===== config.mk =====
export PLATFORM = sky130hd
export DESIGN_NAME = smm_region_cfg
export DESIGN_NICKNAME = d
export VERILOG_FILES = /design/src/rtl/smm_cfg_pkg.sv /design/src/rtl/smm_cfg_ctrl.sv /design/src/rtl/smm_cfg_dp.sv /design/src/rtl/smm_region_cfg.sv
export SDC_FILE = /design/constraint.sdc
export NUM_CORES = 1
export LEC_CHECK = 0
export ABC_AREA = 1
export CELL_PAD_IN_SITES_DETAIL_PLACEMENT = 1
export CELL_PAD_IN_SITES_GLOBAL_PLACEMENT = 1
export CORE_ASPECT_RATIO = 1.2
export CORE_UTILIZATION = 35
export DETAILED_ROUTE_END_ITERATION = 16
export GPL_TIMING_DRIVEN = 0
export PLACE_DENSITY_LB_ADDON = 0.12
export SYNTH_ARGS = -nofsm -noshare
export SYNTH_HDL_FRONTEND = slang
export SYNTH_SLANG_ARGS = --single-unit
export TNS_END_PERCENT = 5

===== constraint.sdc =====
create_clock -name clk -period 4 [get_ports clk]
set_input_delay 0.8 -clock clk [delete_from_list [all_inputs] [get_ports clk]]
set_output_delay 0.8 -clock clk [all_outputs]
set_load 0.01 [all_outputs]

===== src/rtl/smm_cfg_pkg.sv =====
package smm_cfg_pkg;

  // which register the read mux returns
  typedef enum logic [1:0] {
    RD_NONE   = 2'd0,
    RD_CTRL   = 2'd1,
    RD_REGION = 2'd2,
    RD_HDR    = 2'd3
  } rdSel_e;

  // strobes from the access control to the datapath
  typedef struct packed {
    logic   wrRegion;
    logic   wrHdr;
    logic   rdEn;
    rdSel_e rdSel;
  } cfgStrobe_t;

endpackage


===== src/rtl/smm_cfg_ctrl.sv =====
module smm_cfg_ctrl
  import smm_cfg_pkg::*;
#(
  parameter int          IDX_W      = 8,
  parameter int          CTRL_W     = 8,
  parameter int          MAP_BIT    = 4,
  parameter logic [7:0]  CTRL_IDX   = 8'hC3,
  parameter logic [7:0]  REGION_IDX = 8'hB0,
  parameter logic [7:0]  HDR_IDX    = 8'hB4
) (
  input  logic              clk,
  input  logic              rstN,
  input  logic [IDX_W-1:0]  cfgIdx,
  input  logic              cfgWr,
  input  logic              cfgRd,
  input  logic [CTRL_W-1:0] ctrlWdata,
  output logic [CTRL_W-1:0] ctrlVal,
  output logic              mapEn,
  output cfgStrobe_t        strb
);

  localparam logic [IDX_W-1:0] CTRL_HIT   = IDX_W'(CTRL_IDX);
  localparam logic [IDX_W-1:0] REGION_HIT = IDX_W'(REGION_IDX);
  localparam logic [IDX_W-1:0] HDR_HIT    = IDX_W'(HDR_IDX);

  logic [CTRL_W-1:0] ctrlReg;
  logic hitCtrl, hitRegion, hitHdr;

  assign hitCtrl   = (cfgIdx == CTRL_HIT);
  assign hitRegion = (cfgIdx == REGION_HIT);
  assign hitHdr    = (cfgIdx == HDR_HIT);

  always_ff @(posedge clk) begin
    if (!rstN) begin
      ctrlReg <= '0;
    end else if (cfgWr && hitCtrl) begin
      ctrlReg <= ctrlWdata;
    end
  end

  assign ctrlVal = ctrlReg;
  assign mapEn   = ctrlReg[MAP_BIT];

  always_comb begin
    strb          = '0;
    strb.wrRegion = cfgWr && hitRegion && mapEn;
    strb.wrHdr    = cfgWr && hitHdr && mapEn;
    strb.rdEn     = cfgRd;
    if (hitCtrl)                strb.rdSel = RD_CTRL;
    else if (hitRegion && mapEn) strb.rdSel = RD_REGION;
    else if (hitHdr && mapEn)    strb.rdSel = RD_HDR;
    else                         strb.rdSel = RD_NONE;
  end


  ctrl_write_chk: assert property (@(posedge clk) disable iff (!rstN)
    (cfgWr && cfgIdx == CTRL_HIT) |=> (ctrlVal == $past(ctrlWdata)));


  ctrl_hold_chk: assert property (@(posedge clk) disable iff (!rstN)
    !(cfgWr && cfgIdx == CTRL_HIT) |=> $stable(ctrlVal));

endmodule


===== src/rtl/smm_cfg_dp.sv =====
module smm_cfg_dp
  import smm_cfg_pkg::*;
#(
  parameter int ADDR_W    = 32,
  parameter int BASE_LSB  = 12,
  parameter int CODE_W    = 4,
  parameter int HDR_ALIGN = 2,
  parameter int CTRL_W    = 8
) (
  input  logic              clk,
  input  logic              rstN,
  input  cfgStrobe_t        strb,
  input  logic [ADDR_W-1:0] wdata,
  input  logic [CTRL_W-1:0] ctrlVal,
  output logic [ADDR_W-1:0] rdata,
  output logic [ADDR_W-1:0] smmBase,
  output logic [ADDR_W-1:0] smmLimit,
  output logic              smmEnable,
  output logic [ADDR_W-1:0] smmHdrAddr,
  output logic              hdrRecalc
);

  localparam int BASE_W  = ADDR_W - BASE_LSB;
  localparam int GAP_W   = BASE_LSB - CODE_W;
  localparam int LUT_N   = 1 << CODE_W;
  localparam int HDR_W   = ADDR_W - HDR_ALIGN;
  localparam logic [ADDR_W-1:0] ALIGN_MASK = ADDR_W'((1 << HDR_ALIGN) - 1);

  logic [BASE_W-1:0] baseReg;
  logic [CODE_W-1:0] codeReg;
  logic [HDR_W-1:0]  hdrReg;
  logic              recalcQ;
  logic [ADDR_W-1:0] rdataQ;

  // region size in bytes per size code, code 0 means disabled
  logic [ADDR_W-1:0] sizeLut [LUT_N];
  for (genvar k = 0; k < LUT_N; k++) begin : gSize
    if (k == 0) begin : gOff
      assign sizeLut[k] = '0;
    end else begin : gOn
      assign sizeLut[k] = ADDR_W'(1) << (BASE_LSB + k - 1);
    end
  end

  // values carried by the incoming region write
  logic [BASE_W-1:0] newBase;
  logic [CODE_W-1:0] newCode;
  logic [ADDR_W-1:0] newTop;
  assign newBase = wdata[ADDR_W-1:BASE_LSB];
  assign newCode = wdata[CODE_W-1:0];
  assign newTop  = {newBase, {BASE_LSB{1'b0}}} + sizeLut[newCode];

  always_ff @(posedge clk) begin
    if (!rstN) begin
      baseReg <= '0;
      codeReg <= '0;
      hdrReg  <= '0;
      recalcQ <= 1'b0;
    end else begin
      recalcQ <= strb.wrRegion;
      if (strb.wrRegion) begin
        baseReg <= newBase;
        codeReg <= newCode;
        if (newCode != '0) hdrReg <= newTop[ADDR_W-1:HDR_ALIGN];
      end else if (strb.wrHdr) begin
        hdrReg <= wdata[ADDR_W-1:HDR_ALIGN];
      end
    end
  end

  // exported view
  logic [ADDR_W-1:0] baseFull;
  assign baseFull   = {baseReg, {BASE_LSB{1'b0}}};
  assign smmBase    = baseFull;
  assign smmEnable  = (codeReg != '0);
  assign smmLimit   = smmEnable ? (baseFull + sizeLut[codeReg] - ADDR_W'(1)) : '0;
  assign smmHdrAddr = {hdrReg, {HDR_ALIGN{1'b0}}};
  assign hdrRecalc  = recalcQ;

  // read mux, captured on the read strobe
  logic [ADDR_W-1:0] rdMux;
  always_comb begin
    case (strb.rdSel)
      RD_CTRL:   rdMux = ADDR_W'(ctrlVal);
      RD_REGION: rdMux = {baseReg, {GAP_W{1'b0}}, codeReg};
      RD_HDR:    rdMux = smmHdrAddr;
      default:   rdMux = '0;
    endcase
  end

  always_ff @(posedge clk) begin
    if (!rstN)          rdataQ <= '0;
    else if (strb.rdEn) rdataQ <= rdMux;
  end
  assign rdata = rdataQ;


  hdr_derive_chk: assert property (@(posedge clk) disable iff (!rstN)
    (strb.wrRegion && wdata[CODE_W-1:0] != '0) |=> (smmHdrAddr == smmLimit + ADDR_W'(1)));


  hdr_keep_chk: assert property (@(posedge clk) disable iff (!rstN)
    (strb.wrRegion && wdata[CODE_W-1:0] == '0) |=> $stable(smmHdrAddr));


  hdr_align_chk: assert property (@(posedge clk) disable iff (!rstN)
    strb.wrHdr |=> (smmHdrAddr == ($past(wdata) & ~ALIGN_MASK)));


  recalc_pulse_chk: assert property (@(posedge clk) disable iff (!rstN)
    strb.wrRegion |=> hdrRecalc);


  recalc_quiet_chk: assert property (@(posedge clk) disable iff (!rstN)
    !strb.wrRegion |=> !hdrRecalc);


  limit_off_chk: assert property (@(posedge clk) disable iff (!rstN)
    !smmEnable |-> (smmLimit == '0));

endmodule


===== src/rtl/smm_region_cfg.sv =====
module smm_region_cfg
  import smm_cfg_pkg::*;
#(
  parameter int         ADDR_W     = 32,
  parameter int         IDX_W      = 8,
  parameter int         BASE_LSB   = 12,
  parameter int         CODE_W     = 4,
  parameter int         HDR_ALIGN  = 2,
  parameter int         CTRL_W     = 8,
  parameter int         MAP_BIT    = 4,
  parameter logic [7:0] CTRL_IDX   = 8'hC3,
  parameter logic [7:0] REGION_IDX = 8'hB0,
  parameter logic [7:0] HDR_IDX    = 8'hB4
) (
  input  logic              clk,
  input  logic              rstN,
  input  logic [IDX_W-1:0]  cfgIdx,
  input  logic              cfgWr,
  input  logic              cfgRd,
  input  logic [ADDR_W-1:0] cfgWdata,
  output logic [ADDR_W-1:0] cfgRdata,
  output logic [ADDR_W-1:0] smmBase,
  output logic [ADDR_W-1:0] smmLimit,
  output logic              smmEnable,
  output logic [ADDR_W-1:0] smmHdrAddr,
  output logic              hdrRecalc
);

  cfgStrobe_t        strb;
  logic [CTRL_W-1:0] ctrlVal;
  logic              mapEn;

  smm_cfg_ctrl #(
    .IDX_W(IDX_W), .CTRL_W(CTRL_W), .MAP_BIT(MAP_BIT),
    .CTRL_IDX(CTRL_IDX), .REGION_IDX(REGION_IDX), .HDR_IDX(HDR_IDX)
  ) uCtrl (
    .clk(clk), .rstN(rstN), .cfgIdx(cfgIdx), .cfgWr(cfgWr), .cfgRd(cfgRd),
    .ctrlWdata(cfgWdata[CTRL_W-1:0]), .ctrlVal(ctrlVal), .mapEn(mapEn), .strb(strb)
  );

  smm_cfg_dp #(
    .ADDR_W(ADDR_W), .BASE_LSB(BASE_LSB), .CODE_W(CODE_W),
    .HDR_ALIGN(HDR_ALIGN), .CTRL_W(CTRL_W)
  ) uDp (
    .clk(clk), .rstN(rstN), .strb(strb), .wdata(cfgWdata), .ctrlVal(ctrlVal),
    .rdata(cfgRdata), .smmBase(smmBase), .smmLimit(smmLimit),
    .smmEnable(smmEnable), .smmHdrAddr(smmHdrAddr), .hdrRecalc(hdrRecalc)
  );


  map_gate_chk: assert property (@(posedge clk) disable iff (!rstN)
    (cfgWr && !mapEn && (cfgIdx == IDX_W'(REGION_IDX) || cfgIdx == IDX_W'(HDR_IDX)))
      |=> ($stable(smmBase) && $stable(smmHdrAddr) && $stable(smmEnable) && !hdrRecalc));


  rdata_hold_chk: assert property (@(posedge clk) disable iff (!rstN)
    !cfgRd |=> $stable(cfgRdata));

endmodule


# ---- Word level (Yosys, flattened, before mapping)
# Memory sizes are Yosys's and may differ from the RTL's.
# Cells that the tools add are included.
dict set report word_totals {
  regBits 95
  rom_bits 1024
  word_cells 45
  output_inout_bits 130
  mem_count 2
}
# memory depth word_bits rd rd_clocked_by_memory_dff write_ports line_no
set memory_table {}
lappend memory_table {{(name not given)} 16 32 1 0 0 smm_cfg_dp.sv:51} ;# assign newTop = {newBase, {BASE_LSB{1'b0}}} + sizeLut[newCode];
lappend memory_table {{(name not given)} 16 32 1 0 0 smm_cfg_dp.sv:76} ;# assign smmLimit = smmEnable ? (baseFull + sizeLut[codeReg] - ADDR_W'(1)) : '0;
dict set report classes {
  mux 12
  n_bitwise 2
  n_reduce_logical 11
  n_eq_ne 7
  order_cmp 2
  addsub 3
}
# cell count
set op_table {}
lappend op_table {{$mux W32} 5}
lappend op_table {{$pmux W32 S3} 1}
lappend op_table {{$mux W30} 3}
lappend op_table {{$add A32 B32 Y32} 2}
lappend op_table {{$sub A32 B1 Y32 const B} 1}
lappend op_table {{$eq A8 B8 Y1 const B} 3}
lappend op_table {{$ge A5 B5 Y1 const B} 2}
lappend op_table {{$not A4 Y5} 2}
lappend op_table {{$reduce_bool A4 Y1} 2}
lappend op_table {{$logic_and A1 B1 Y1} 7}
lappend op_table {{$mux W2} 3}
lappend op_table {{$eq A2 B2 Y1 const B} 2}
lappend op_table {{$eq A2 B1 Y1 const B} 1}
lappend op_table {{$ne A2 B2 Y1 const B} 1}
lappend op_table {{$reduce_and A2 Y1} 1}
lappend op_table {{$reduce_bool A2 Y1} 1}

# ---- Depth between registers and ports, before layout
dict set report depth {
  word_depth 7
  depth_mapped 18
  mapped_depth_nobuf 17
}

# ---- By module
# Synthesis repeated with hierarchy kept, for this count alone.
dict set report unflattened {
  hier_cells 1116
  area_unflattened_um2 7175.6
}
# module area_each_um2 seq_area_each_um2 n_inst cells_per_inst
set by_module_without_submodules {}
lappend by_module_without_submodules {smm_cfg_dp 6581.3 1741.7 1 1026}
lappend by_module_without_submodules {smm_cfg_ctrl 594.3 160.2 1 90}

# ---- Least setup slack after synthesis
# Ideal clock, no wire load.
dict set report synth_path {
  path_type {reg2out}
  from {reg uDp.codeReg[0]}
  to {out smmLimit[23]}
  path_buffers 1
  slack_ns 0.671
  stages_incl_launch_ff 19
  arrival_time_ns 2.529
  path_cell_list {dfxtp_1 -> clkbuf_1 -> inv_1 -> nand4_1 -> ha_1 -> inv_1 -> ha_1 -> fa_1 -> nand2_1 -> nand2_1 -> o21ai_1 -> o21ai_2 -> nand2_1 -> nand2_1 -> nand2_1 -> nand2_1 -> nand2_1 -> nand2_1 -> nor2_1}
}
dict set report synth_via {
  elab_chain_len 7
  word_cells_on_any_way 8
  cone_classes {2 x add/sub; 3 x mux; 1 x bitwise; 1 x reduce/logical; 1 x memory}
}
# item line_no
set synth_rtl {}
lappend synth_rtl {{start, declared} smm_cfg_dp.sv:30} ;# logic [CODE_W-1:0] codeReg;
lappend synth_rtl {{start signal, assigned} smm_cfg_dp.sv:63} ;# codeReg <= newCode;
lappend synth_rtl {{$not A4 Y5 (implied by the code)} smm_cfg_dp.sv:76}
lappend synth_rtl {{$mem_v2 Z16 W32} n/a}
lappend synth_rtl {{$mux W32 (implied by the code) (2 in series)} smm_cfg_dp.sv:76}
lappend synth_rtl {{$add A32 B32 Y32} smm_cfg_dp.sv:76}
lappend synth_rtl {{$sub A32 B1 Y32} smm_cfg_dp.sv:76}
lappend synth_rtl {{$mux W32 (*)} smm_cfg_dp.sv:76}
lappend synth_rtl {{end, declared} smm_region_cfg.sv:23} ;# output logic [ADDR_W-1:0] smmLimit,
# Every way passes the cells marked *; elsewhere a longest branch is shown, timed or not. The select of a mux whose other input is x is not followed.

# ---- Worst setup path after layout
dict set report layout_path {
  from {reg uDp.codeReg[0]}
  to {out smmLimit[28]}
}
# Same word-level chain as after synthesis.

==> run_results.csv <==
group,metric,value,unit
run_status,outcome,"completed",
cells_and_area,final_cell_mix,"nand2_1 (224), inv_1 (157), clkdlybuf4s50_1 (143), a21oi_1 (122), nor2_1 (96)",
critical_path,cp.arrival,3.20,ns
routing,drc_errors,0,
synthesis,yosysTopAreaCell,"dfxtp_1",
floorplanning,ios,174,
cells_and_area,nNetsFinal,1345,
routing,dr.pass1.iters,5,
synthesis,synth-main-ff-cell,"dfxtp_1",
global_route,grt-ovfl-total,0,
routing,wirelength,26200,µm
cells_and_area,final_common_cell,"nand2_1",
min_path,holdPathStages,2,
timing,setup_violations,0,
timing,fmax,0.250,GHz
cells_and_area,drive_above_1_share,9.24,%
cells_and_area,finalInstanceArea,0.00928,mm²
cells_and_area,n_antenna_cell,0,
critical_path,rr_worst_depth,8,
floorplanning,die_w,131,µm
min_path,min-delay-start,"uCtrl.ctrlVal[7]$_SDFFE_PN0P_",
routing,vias,7590,
min_path,min_path_type,"reg2reg",
synthesis,yosysSeqAreaShare,27.4,%
timing,worstMarginPinSlew,0.681,ns
critical_path,cp-start-kind,"flip-flop",
clock_tree,cts_root_buf,"clkbuf_16",
placement,place_area,0.00888,mm²
global_route,grt_first_pass_wirelength,40500,µm
global_route,grt_pass1_vias,7481,
synthesis,yosysWarnings,0,
global_route,antenna_found_initial,0,
global_route,grt_usage,26.3,%
synthesis,yosys-top-cells-area,"dfxtp_1 (27%), nand2_1 (12%), a21oi_1 (8.9%)",
timing,slew_headroom,54.6,%
floorplanning,row_count,56,
critical_path,cp_max_fo,10,
timing,whs,0.456,ns
cells_and_area,fill_cells,2620,
routing,viasPerCell,5.00,
clock_tree,clk_path_buf_depth,2,
synthesis,async_flop_share,0,%
power_and_ir_drop,p_per_area,228,mW/mm²
global_route,met2_usage,45.7,%
floorplanning,dieArea,0.0204,mm²
clock_tree,cts_max_level,3,
cells_and_area,postLayoutCoreUtil,47.7,%
clock_tree,insertion_delay,0.35,ns
clock_tree,cts_tree,"done",
synthesis,synthCells,1069,
synthesis,yosysUniqueCellTypes,52,
critical_path,cp.required,3.20,ns
clock_tree,clock-sinks,95,
synthesis,yosys.area.top_type_share,27.4,%
synthesis,syn_area_per_cell,6.49,µm²
cells_and_area,area_delta_synth_final,33.7,%
clock_tree,cts_made_buffers,9,
floorplanning,core-area,0.0195,mm²
clock_tree,clkTransAtPathRegs,0.08,ns
flow_run,max_cap_violations,0,
timing,finalHoldViolCount,0,
synthesis,synth_edf_count,0,
placement,place_congestion,0.879,
routing,wl_per_cell,17.3,µm
timing,finalClockSkew,0.0137,ns
timing,fin_crit,4.00,ns
routing,antenna_left,0,
power_and_ir_drop,p_leak,4.36,nW
global_route,grt.met3_usage,2.77,%
power_and_ir_drop,vdd_drop_max,0.000189,V
placement,port_buffers,156,
global_route,gr-usage-met1,31.9,%
timing,fin_crit_sh,100,%
synthesis,synth_seq_cells,95,
routing,drtIter0Drc,306,
synthesis,syn_area,0.00694,mm²
global_route,grt_max_degree,23,
critical_path,r2r-end,"uDp.hdrReg[22]$_SDFFE_PN0P_",
floorplanning,die_height,156,µm
timing,slew_viol_final,0,
critical_path,regToRegSetupSlack,2.24,ns
critical_path,crit_type,"reg2out",
timing,rsz0062_at_grt,"yes",
floorplanning,start_util,35.6,%
critical_path,r2r_start,"uCtrl.ctrlVal[4]$_SDFFE_PN0P_",
global_route,busiest_layer,"met2",
min_path,hold_end,"uCtrl.ctrlVal[7]$_SDFFE_PN0P_",
critical_path,worst_setup_path_end_kind,"primary output",
placement,place_hpwl,21800,µm
==> state kept, by name (all words and copies together) (netlist names) <==
register	cells
uDp.rdata	32
uDp.hdrReg	30
uDp.baseReg	20
uCtrl.ctrlVal	8
uDp.codeReg	4
uDp.hdrRecalc	1
==> worst max path at each step <==
stage / start / endpoint / slack, ns / depth (start not counted)
5_1_grt: uDp.codeReg[0]$_SDFFE_PN0P_ / smmLimit[28] / -0.27 / 16
3_5_place_dp: uDp.codeReg[0]$_SDFFE_PN0P_ / smmLimit[23] / -0.36 / 19
3_3_place_gp: uDp.codeReg[0]$_SDFFE_PN0P_ / smmLimit[23] / -0.32 / 19
2_1_floorplan: uDp.codeReg[0]$_SDFFE_PN0P_ / smmLimit[23] / 0.67 / 18
6_report: uDp.codeReg[0]$_SDFFE_PN0P_ / smmLimit[28] / 0.00006 / 16
4_1_cts: uDp.codeReg[0]$_SDFFE_PN0P_ / smmLimit[30] / -0.15 / 17
==> per-stage QoR <==
step	power, mW	cells	TNS, ns	setup slack (ns)
2_1_floorplan	1.12	1082	0	0.671
3_3_place_gp	1.23	1499	-1.31	-0.325
3_5_place_dp	1.24	1499	-1.54	-0.356
4_1_cts	2.13	1517	-0.380	-0.149
5_1_grt	2.19	1517	-0.350	-0.268
6_report	2.12	1517	0	0.0000602
==> metal layers <==
metal,vias to the layer above,part of all wire [%]
li1,3806,-
met1,3547,43
met2,181,49
met3,56,3.7
met4,0,4.2
met5,-,0
==> Yosys cell counts, types with 10 or more instances <==
| cell type | number |
|---|---|
| clkbuf_1 | 16 |
| buf_4 | 29 |
| inv_1 | 159 |
| o21ai_1 | 17 |
| a21oi_1 | 124 |
| nand3_1 | 59 |
| dfxtp_1 | 95 |
| o211ai_1 | 15 |
| nand4_1 | 18 |
| nor3_1 | 10 |
| o21ai_0 | 60 |
| nand2_1 | 225 |
| nor2_1 | 98 |
| ha_1 | 48 |
==> cell families after synthesis <==
kind of cell	after synthesis	share of synthesized area (%)
xor gates and xnor gates	10	1.26
AOI/OAI and AO/OA	246	19.7
DFF	95	27.4
other	1	0.0540
and+or+nand+nor	431	26.9
adders and majority gates	50	9.23
buffers and inverters	236	15.4
==> critical path, cell delays in order, from the launching register on <==
cell,delay (ns)
dfxtp_1,0.32
clkbuf_4,0.19
inv_2,0.08
buf_4,0.14
nand4_1,0.09
ha_1,0.28
inv_1,0.04
ha_1,0.35
inv_1,0.08
o21bai_1,0.20
a21oi_1,0.11
nor2_1,0.15
nor3_2,0.06
nand3_1,0.06
nand2_1,0.05
nor2_1,0.11
clkdlybuf4s50_1,0.55
==> timing repair <==
item	in CTS	in global routing
gates cloned	0	0
setup endpoints to repair	15	12
gates resized for setup	29	18
setup buffers	2	0
pin swaps	2	0
hold buffers	0	0
==> power by group <==
part           leakage, nW  switching (mW)  internal, mW
clock network        0.146           0.407         0.496
logic                 3.45           0.155         0.103
registers            0.768         0.00658         0.953
==> layout make-up <==
cell class | instances | area [µm²] | area share, %
multi-input combinational | 751 | 4070 | 43.9
sequential | 95 | 1900 | 20.5
timing repair buffer | 158 | 1580 | 17.0
inverter | 172 | 662 | 7.13
buffer | 64 | 433 | 4.66
tap | 261 | 327 | 3.52
clock buffer | 10 | 229 | 2.47
clock inverter | 6 | 75.1 | 0.809
Power figures use the tool's default switching activity.
